--- src/rtl/cdt_pkg.sv ---
package cdt_pkg;

   typedef enum logic [1:0] {
      TM_ONESHOT  = 2'd0,
      TM_PERIODIC = 2'd1,
      TM_DEADLINE = 2'd2,
      TM_RSVD     = 2'd3
   } tmode_e;

   // log2 of the largest divide ratio (128)
   localparam int MAX_SHIFT = 7;
   localparam int SHIFT_W   = 3;

   // Divide code to shift amount: bits {3,1,0} form a 3-bit selector,
   // selector 7 means divide-by-1, otherwise shift = selector + 1.
   function automatic logic [SHIFT_W-1:0] div_shift(input logic [3:0] code);
      logic [2:0] sel;
      sel = {code[3], code[1:0]};
      return (sel == 3'd7) ? 3'd0 : sel + 3'd1;
   endfunction

endpackage

--- src/rtl/cdt_prescale.sv ---
module cdt_prescale
   import cdt_pkg::*;
#(
   parameter int PRE_W = MAX_SHIFT
) (
   input  logic               clk,
   input  logic               rst_n,
   input  logic               tick,
   input  logic               restart,
   input  logic [SHIFT_W-1:0] shift,
   output logic               step
);

   logic [PRE_W-1:0] phase_q;
   logic [PRE_W-1:0] sel_mask;

   generate
      if (PRE_W < MAX_SHIFT) begin : g_bad_width
         $error("cdt_prescale: PRE_W must cover the largest divide ratio");
      end
      for (genvar i = 0; i < PRE_W; i++) begin : g_mask
         assign sel_mask[i] = (i < int'(shift));
      end
   endgenerate

   // a step fires on the tick whose phase has all selected low bits set
   assign step = tick && !restart && (&(phase_q | ~sel_mask));

   always_ff @(posedge clk) begin
      if (!rst_n) begin
         phase_q <= '0;
      end else if (restart) begin
         phase_q <= '0;
      end else if (tick) begin
         phase_q <= phase_q + 1'b1;
      end
   end

endmodule

--- src/rtl/cdt_regs.sv ---
module cdt_regs
   import cdt_pkg::*;
#(
   parameter int                ADDR_W   = 12,
   parameter int                DATA_W   = 32,
   parameter int                VEC_W    = 8,
   parameter logic [ADDR_W-1:0] OFS_CTRL = 12'h320,
   parameter logic [ADDR_W-1:0] OFS_INIT = 12'h380,
   parameter logic [ADDR_W-1:0] OFS_CUR  = 12'h390,
   parameter logic [ADDR_W-1:0] OFS_DIV  = 12'h3E0
) (
   input  logic              clk,
   input  logic              rst_n,
   input  logic              wr_en,
   input  logic              rd_en,
   input  logic [ADDR_W-1:0] addr,
   input  logic [DATA_W-1:0] wdata,
   input  logic [DATA_W-1:0] cur_view,
   output logic [DATA_W-1:0] rdata,
   output logic [VEC_W-1:0]  vec_q,
   output logic              mask_q,
   output tmode_e            mode_q,
   output logic [DATA_W-1:0] init_q,
   output logic [3:0]        div_q,
   output logic              init_wr,
   output logic              div_wr
);

   localparam int MASK_BIT = 16;
   localparam int MODE_LO  = 17;

   generate
      if (VEC_W < 1 || VEC_W > MASK_BIT) begin : g_bad_vec
         $error("cdt_regs: VEC_W must lie in 1..16");
      end
      if (DATA_W < MODE_LO + 2) begin : g_bad_data
         $error("cdt_regs: DATA_W too narrow for control fields");
      end
   endgenerate

   logic ctrl_wr;
   logic [DATA_W-1:0] ctrl_view;

   assign ctrl_wr = wr_en && (addr == OFS_CTRL);
   assign init_wr = wr_en && (addr == OFS_INIT);
   assign div_wr  = wr_en && (addr == OFS_DIV);

   always_ff @(posedge clk) begin
      if (!rst_n) begin
         vec_q  <= '0;
         mask_q <= 1'b1;
         mode_q <= TM_ONESHOT;
         init_q <= '0;
         div_q  <= '0;
      end else begin
         if (ctrl_wr) begin
            vec_q  <= wdata[VEC_W-1:0];
            mask_q <= wdata[MASK_BIT];
            mode_q <= tmode_e'(wdata[MODE_LO+1:MODE_LO]);
         end
         if (init_wr) init_q <= wdata;
         if (div_wr)  div_q  <= wdata[3:0];
      end
   end

   always_comb begin
      ctrl_view                      = '0;
      ctrl_view[VEC_W-1:0]           = vec_q;
      ctrl_view[MASK_BIT]            = mask_q;
      ctrl_view[MODE_LO+1:MODE_LO]   = mode_q;
   end

   always_comb begin
      rdata = '0;
      if (rd_en) begin
         if (addr == OFS_CTRL)      rdata = ctrl_view;
         else if (addr == OFS_INIT) rdata = init_q;
         else if (addr == OFS_CUR)  rdata = cur_view;
         else if (addr == OFS_DIV)  rdata = {{(DATA_W-4){1'b0}}, div_q};
      end
   end

endmodule

--- src/rtl/cdt_count.sv ---
module cdt_count
   import cdt_pkg::*;
#(
   parameter int DATA_W = 32,
   parameter int VEC_W  = 8
) (
   input  logic              clk,
   input  logic              rst_n,
   input  logic              step,
   input  logic              load,
   input  logic [DATA_W-1:0] load_val,
   input  logic [DATA_W-1:0] reload_val,
   input  tmode_e            mode,
   input  logic              mask,
   input  logic [VEC_W-1:0]  vec,
   output logic [DATA_W-1:0] cur_q,
   output logic [DATA_W-1:0] cur_view,
   output logic              irq,
   output logic [VEC_W-1:0]  irq_vec
);

   logic run_q;
   logic idle;

   generate
      if (DATA_W < 2) begin : g_bad_cnt
         $error("cdt_count: DATA_W must be at least 2");
      end
   endgenerate

   assign idle     = mode[1];
   assign cur_view = idle ? '0 : cur_q;

   always_ff @(posedge clk) begin
      if (!rst_n) begin
         cur_q   <= '0;
         run_q   <= 1'b0;
         irq     <= 1'b0;
         irq_vec <= '0;
      end else begin
         irq     <= 1'b0;
         irq_vec <= '0;
         if (load) begin
            cur_q <= idle ? '0 : load_val;
            run_q <= !idle && (load_val != '0);
         end else if (step && run_q && !idle) begin
            if (cur_q == DATA_W'(1)) begin
               cur_q <= '0;
               if (mode != TM_PERIODIC) run_q <= 1'b0;
               if (!mask) begin
                  irq     <= 1'b1;
                  irq_vec <= vec;
               end
            end else if (cur_q == '0) begin
               if (mode == TM_PERIODIC) cur_q <= reload_val;
               else                     run_q <= 1'b0;
            end else begin
               cur_q <= cur_q - 1'b1;
            end
         end
      end
   end

endmodule

--- src/rtl/cdt_timer.sv ---
module cdt_timer
   import cdt_pkg::*;
#(
   parameter int                ADDR_W   = 12,
   parameter int                DATA_W   = 32,
   parameter int                VEC_W    = 8,
   parameter logic [ADDR_W-1:0] OFS_CTRL = 12'h320,
   parameter logic [ADDR_W-1:0] OFS_INIT = 12'h380,
   parameter logic [ADDR_W-1:0] OFS_CUR  = 12'h390,
   parameter logic [ADDR_W-1:0] OFS_DIV  = 12'h3E0
) (
   input  logic              clk,
   input  logic              rst_n,
   input  logic              bus_tick,
   input  logic              wr_en,
   input  logic              rd_en,
   input  logic [ADDR_W-1:0] addr,
   input  logic [DATA_W-1:0] wdata,
   output logic [DATA_W-1:0] rdata,
   output logic              irq,
   output logic [VEC_W-1:0]  irq_vec
);

   logic [VEC_W-1:0]  vec_q;
   logic              mask_q;
   tmode_e            mode_q;
   logic [DATA_W-1:0] init_q;
   logic [3:0]        div_q;
   logic              init_wr;
   logic              div_wr;
   logic [DATA_W-1:0] cur_q;
   logic [DATA_W-1:0] cur_view;
   logic              step;

   cdt_regs #(
      .ADDR_W(ADDR_W), .DATA_W(DATA_W), .VEC_W(VEC_W),
      .OFS_CTRL(OFS_CTRL), .OFS_INIT(OFS_INIT),
      .OFS_CUR(OFS_CUR), .OFS_DIV(OFS_DIV)
   ) u_regs (
      .clk(clk), .rst_n(rst_n), .wr_en(wr_en), .rd_en(rd_en),
      .addr(addr), .wdata(wdata), .cur_view(cur_view), .rdata(rdata),
      .vec_q(vec_q), .mask_q(mask_q), .mode_q(mode_q), .init_q(init_q),
      .div_q(div_q), .init_wr(init_wr), .div_wr(div_wr)
   );

   cdt_prescale #(.PRE_W(MAX_SHIFT)) u_pre (
      .clk(clk), .rst_n(rst_n), .tick(bus_tick),
      .restart(init_wr | div_wr), .shift(div_shift(div_q)), .step(step)
   );

   cdt_count #(.DATA_W(DATA_W), .VEC_W(VEC_W)) u_cnt (
      .clk(clk), .rst_n(rst_n), .step(step), .load(init_wr),
      .load_val(wdata), .reload_val(init_q), .mode(mode_q),
      .mask(mask_q), .vec(vec_q), .cur_q(cur_q), .cur_view(cur_view),
      .irq(irq), .irq_vec(irq_vec)
   );

endmodule

--- config.mk ---
export PLATFORM = sky130hd
export DESIGN_NAME = cdt_timer
export DESIGN_NICKNAME = d
export VERILOG_FILES = /design/src/rtl/cdt_pkg.sv /design/src/rtl/cdt_prescale.sv /design/src/rtl/cdt_regs.sv /design/src/rtl/cdt_count.sv /design/src/rtl/cdt_timer.sv
export SDC_FILE = /design/constraint.sdc
export NUM_CORES = 1
export LEC_CHECK = 0
export BUFFER_PORTS_ARGS = -buffer_cell sky130_fd_sc_hd__buf_2
export CORE_MARGIN = 2
export CORE_UTILIZATION = 45
export CTS_BUF_LIST = sky130_fd_sc_hd__clkbuf_4
export DETAILED_ROUTE_END_ITERATION = 16
export PLACE_DENSITY_LB_ADDON = 0.08
export SLEW_MARGIN = 40
export SYNTH_ARGS = -nofsm -noshare
export SYNTH_HDL_FRONTEND = slang
export SYNTH_SLANG_ARGS = --single-unit
--- constraint.sdc ---
create_clock -name clk -period 3.13 [get_ports clk]
set_input_delay 0.1565 -clock clk [delete_from_list [all_inputs] [get_ports clk]]
set_output_delay 0.1565 -clock clk [all_outputs]
set_load 0.01 [all_outputs]
Word-level counts from Yosys, hierarchy flattened --
Index checks and enable logic that the tools add are counted.
Cells by class: reduce and logical (&&, ||, !) cells 20, add/subtract/negate cells 3, equal/unequal tests 11, bitwise operators 6, multiplexer cells 20, magnitude comparators 7
Operators by type and width (number):
- $mux 32 | 11
- $eq 12x10->1 const B | 4
- $eq 32x1->1 const B | 1
- $logic_not 32->1 | 1
- $reduce_bool 32->1 | 1
- $sub 32x1->32 const B | 1
- $lt 3x3->1 const A | 3
- $logic_and 1x1->1 | 8
- $add 7x1->7 const B | 1
- $mux 1 | 7
- $not 7->7 | 1
- $or 7x7->7 | 1
- $reduce_and 7->1 | 1
- $lt 1x3->1 const A | 2
- $lt 2x3->1 const A | 2
- $reduce_or 5->1 | 1
- $mux 4 | 1
- $ne 4x3->1 const B | 1
- $reduce_and 4->1 | 1
- $reduce_or 4->1 | 1
- $add 3x1->3 const B | 1
- $eq 3x3->1 const B | 1
- $mux 3 | 1
- $ne 3x2->1 const B | 1
- other kinds (10) | 13
Word-level totals: logic and storage cells 77, bits of input ports 49, register bits after elaboration 96, output and inout bits 41

Depth between registers and ports, before layout --
depth in word-level cells 11, depth in mapped cells 10, depth with buffers taken out 9

Modules after synthesis --
A second synthesis with hierarchy kept.
Second synthesis, totals: cells, all modules 768, area, all modules 5919.4 µm²
Modules (own cells, without submodules):
- cdt_count | times used 1, cells each 424, area each 3126.7 µm², seq. area each 840.8 µm²
- cdt_regs | times used 1, cells each 298, area each 2399.8 µm², seq. area each 940.9 µm²
- cdt_prescale | times used 1, cells each 41, area each 351.6 µm², seq. area each 140.1 µm²
- cdt_timer | times used 1, cells each 5, area each 41.3 µm², seq. area each 0.0 µm²

Least setup slack after synthesis --
Ideal clock, no wire load.
path type register to register, from register u_cnt.cur_q[24], to register u_cnt.cur_q[14], arrival time 2277 ps, clock period less this slack 2391 ps, required time 3015 ps, buffers on the path 2, path slack 739 ps, cell stages (with the launch flop) 10, library setup time 115 ps, cells stage by stage dfxtp_1 or4_1 nor4_4 and3_1 buf_4 nand3_2 a21oi_4 buf_6 nor2_1 o21a_1
On the way: cells in the longest elaborated chain, start to end 5, elaborated cells on any way between the ends 8, those cells by class 2 x eq/ne; 4 x mux; 2 x reduce/logical
Ends and longest elaborated chain:
- from (decl) | RTL line cdt_count.sv:16 | output logic [DATA_W-1:0] cur_q,
- from (signal assigned) | RTL line cdt_count.sv:44 | cur_q <= idle ? '0 : load_val;
- from (signal assigned) | RTL line cdt_count.sv:55 | if (mode == TM_PERIODIC) cur_q <= reload_val;
- from (signal assigned) | RTL line cdt_count.sv:58 | cur_q <= cur_q - 1'b1;
- $logic_not 32->1 | RTL line cdt_count.sv:54 | end else if (cur_q == '0) begin
- $mux 32 | RTL line cdt_count.sv:54
- $mux 32 | RTL line cdt_count.sv:47 | if (cur_q == DATA_W'(1)) begin
- $mux 32 | RTL line cdt_count.sv:46 | end else if (step && run_q && !idle) begin
- $mux 32 | RTL line cdt_count.sv:43 | if (load) begin
Several ways; a longest one is shown, not always the timed one. The select of a mux whose other input is x is not followed. A chain may end at the register's enable or synchronous reset.

Worst setup path after layout --
from register u_cnt.cur_q[24], to register u_cnt.cur_q[20]
The elaborated chain is that of the path after synthesis.

==> results.sh <==
export IMPL_status="complete, no violations"
export IMPL_cts_tree="built"
export IMPL_cap_viol_max_count=0
export IMPL_place_gp_congestion=0.937
export IMPL_setup_viol=0
export IMPL_final_common_cell="nand2_1"
export IMPL_htree_levels=3
export IMPL_ys_ff_latch=96
export IMPL_grt_first_pass_wirelength_um=30000
export IMPL_cpMaxStageDelayCell="or4_1"
export IMPL_numPortBuffers=89
export IMPL_p_sw_share_pct=27.3
export IMPL_final_cell_mix="nand2_1 (126), dfxtp_1 (96), buf_2 (89), nor2_1 (56), a21boi_0 (49)"
export IMPL_start_util_pct=46.5
export IMPL_gr_total_overflow=0
export IMPL_arrival_ns=3.19
export IMPL_cts_path_max_buffers=2
export IMPL_async_flop_share_pct=0
export IMPL_dr_pass1_iters=6
export IMPL_antenna_left=0
export IMPL_relSlewSlack_pct=52.7
export IMPL_cts_made_buffers=9
export IMPL_synth_edf_count=0
export IMPL_required_ns=3.53
export IMPL_power_leakage_nw=2.60
export IMPL_wl_per_cell_um=19.0
export IMPL_synth_cell_type_count=60
export IMPL_dieWidth_um=116
export IMPL_ys_seq_area_share_pct=34.1
export IMPL_timing_setup_tns_ns=0
export IMPL_yosysTopAreaCellShare_pct=34.1
export IMPL_p_int_w=0.00147
export IMPL_final_hold_viol_count=0
export IMPL_min_period_over_period_pct=89.2
export IMPL_yosys_area_top_type="dfxtp_1"
export IMPL_routed_via_density=6.02
export IMPL_crit_fanout=9
export IMPL_switchingPower_w=0.000551
export IMPL_worstSetupPathType="reg2reg"
export IMPL_coreArea_um2=12100
export IMPL_dieArea_um2=13400
export IMPL_grt_start_max_net_pins=53
export IMPL_wirelength_um=19000
export IMPL_root_buffer="clkbuf_4"
export IMPL_synth_nets=777
export IMPL_pin_count=90
export IMPL_ir_drop_uv=208
export IMPL_cp_cell_sequence="or4_1, nor4_4, and4_1, nor2_1, a222oi_1, nor2_1, o21a_1"
export IMPL_slew_viol_final=0
export IMPL_fin_util_pct=55.6
export IMPL_fmax_mhz=358
export IMPL_synth_warning_count=0
export IMPL_rrSetupSlack_ns=0.34
export IMPL_nets=883
export IMPL_antenna_found_initial=0
export IMPL_skew_ns=0.0277
export IMPL_drc=0
export IMPL_p_seq_share_pct=60.9
export IMPL_cts_sinks=96
export IMPL_p_clk_share_pct=31.8
export IMPL_insertedDiodeCount=0
export IMPL_worst_slew_pin_slew_ns=0.708
export IMPL_cpMostUsedCell="nor2_1"
export IMPL_drive_gt1_share_pct=18.0
export IMPL_vias=6024
export IMPL_post_synth_main_area_contributors="dfxtp_1 (34%), nand2_1 (8.4%), a21boi_0 (6.5%), a22oi_1 (4.7%), nor2_1 (3.9%)"
export IMPL_pwr_density_cell_nw_per_um2=300
export IMPL_drt_first_iter_violations=614
export IMPL_syn_avg_cell_area_um2=7.81
export IMPL_synth_cells=722
export IMPL_area_growth_pct=19.4
export IMPL_grtUsageTotal_pct=28.9
export IMPL_cts_resized=0
export IMPL_synth_area_um2=5640
export IMPL_critPathLaunchType="register"
export IMPL_fp_dieH_um=116
export IMPL_crit_path_max_incr_delay_ns=0.67
export IMPL_insertion_delay_ns=0.51
export IMPL_first_global_vias=5703
export IMPL_synth_flop_cell="dfxtp_1"
export IMPL_hp_class="in2reg"
export IMPL_row_count=40
export IMPL_combPwrFrac_pct=7.3
export IMPL_cp_end_kind="register"
export IMPL_dp_hpwl_um=13100
export IMPL_clkTransAtPathRegs_ns=0.15
export IMPL_period_minus_slack_ns=2.79
export IMPL_rsz0062_at_grt="false"
==> state kept, by name, indices dropped and copies added, names as in the netlist <==
| signal | cells |
|---|---|
| u_regs.div_q | 4 |
| u_regs.mask_q | 1 |
| u_cnt.run_q | 1 |
| u_regs.init_q | 32 |
| u_regs.mode_q | 2 |
| u_cnt.cur_q | 32 |
| u_cnt.irq | 1 |
| u_cnt.irq_vec | 8 |
| u_pre.phase_q | 7 |
| u_regs.vec_q | 8 |
==> stage by stage <==
step	total power [W]	worst slack, ns	hold slack [ns]	area [um^2]	cells
final	0.00202	0.339	0.166	6730	1001
after global routing	0.00209	0.163	0.169	6730	1001
after CTS	0.00203	0.360	0.139	6730	1001
after detailed placement	0.00137	0.380	0.447	6280	952
after global placement	0.00137	0.398	0.433	6270	952
after floorplan	0.00130	0.739	0.281	5640	722
==> repair_timing <==
action,4_1_cts,5_1_grt
hold endpoints to repair,54,0
endpoints found under the setup margin,0,0
setup buffers,0,0
hold buffers,33,0
==> final cells by class <==
type,count,area (um^2)
sequential,96,1920
tap,168,210
multi-input combinational,570,3470
clock buffer,9,67.6
inverter,5,18.8
clock inverter,7,55.1
fill,1209,5380
timing repair buffer,146,981
==> cell usage after synthesis (9+ instances only) <==
cell	number
a21boi_0	49
a21oi_1	43
a221oi_1	9
a222oi_1	9
a22oi_1	35
and2_1	11
clkbuf_1	34
dfxtp_1	96
nand2_1	126
nand3_1	17
nand4_1	10
nor2_1	59
nor2b_1	15
nor3_1	13
nor4_1	16
o21a_1	19
o21ai_0	16
==> layer usage <==
layer	GRT usage (%)	share of wire [%]
met4	12.4	2.5
met5	0	0
met2	46.0	46
met3	5.54	7.2
met1	38.3	44
==> critical path: cells and delay by family (launching register included) <==
family / cells / cell delay (ns)
AOI/OAI and AO/OA: 2 / 0.47
DFF: 1 / 0.40
and+or+nand+nor: 5 / 1.84
==> final timing paths <==
check                    end  cells after the start             from
max          u_cnt.cur_q[20]                      7  u_cnt.cur_q[24]
min              u_cnt.run_q                      2            rst_n
max reg2reg  u_cnt.cur_q[20]                      7  u_cnt.cur_q[24]
min reg2reg  u_regs.vec_q[6]                      2  u_regs.vec_q[6]
==> power groups by stage <==
stage | registers (W) | clock network (W) | logic [W]
final | 0.00123 | 0.000642 | 0.000147
after floorplan | 0.00125 | 0 | 0.0000472
after global routing | 0.00123 | 0.000704 | 0.000157
after global placement | 0.00126 | 0 | 0.000111
after detailed placement | 0.00126 | 0 | 0.000113
after CTS | 0.00123 | 0.000657 | 0.000145
==> logic make-up after synthesis <==
group	Yosys count	share of synthesized area [%]
buffers and inverters	56	4.46
and+or+nand+nor	324	29.5
adders and majority gates	6	1.33
AOI/OAI and AO/OA	225	28.2
muxes	5	0.888
xor gates and xnor gates	10	1.55
DFF	96	34.1
No activity file was read; power rests on OpenSTA's default activity.
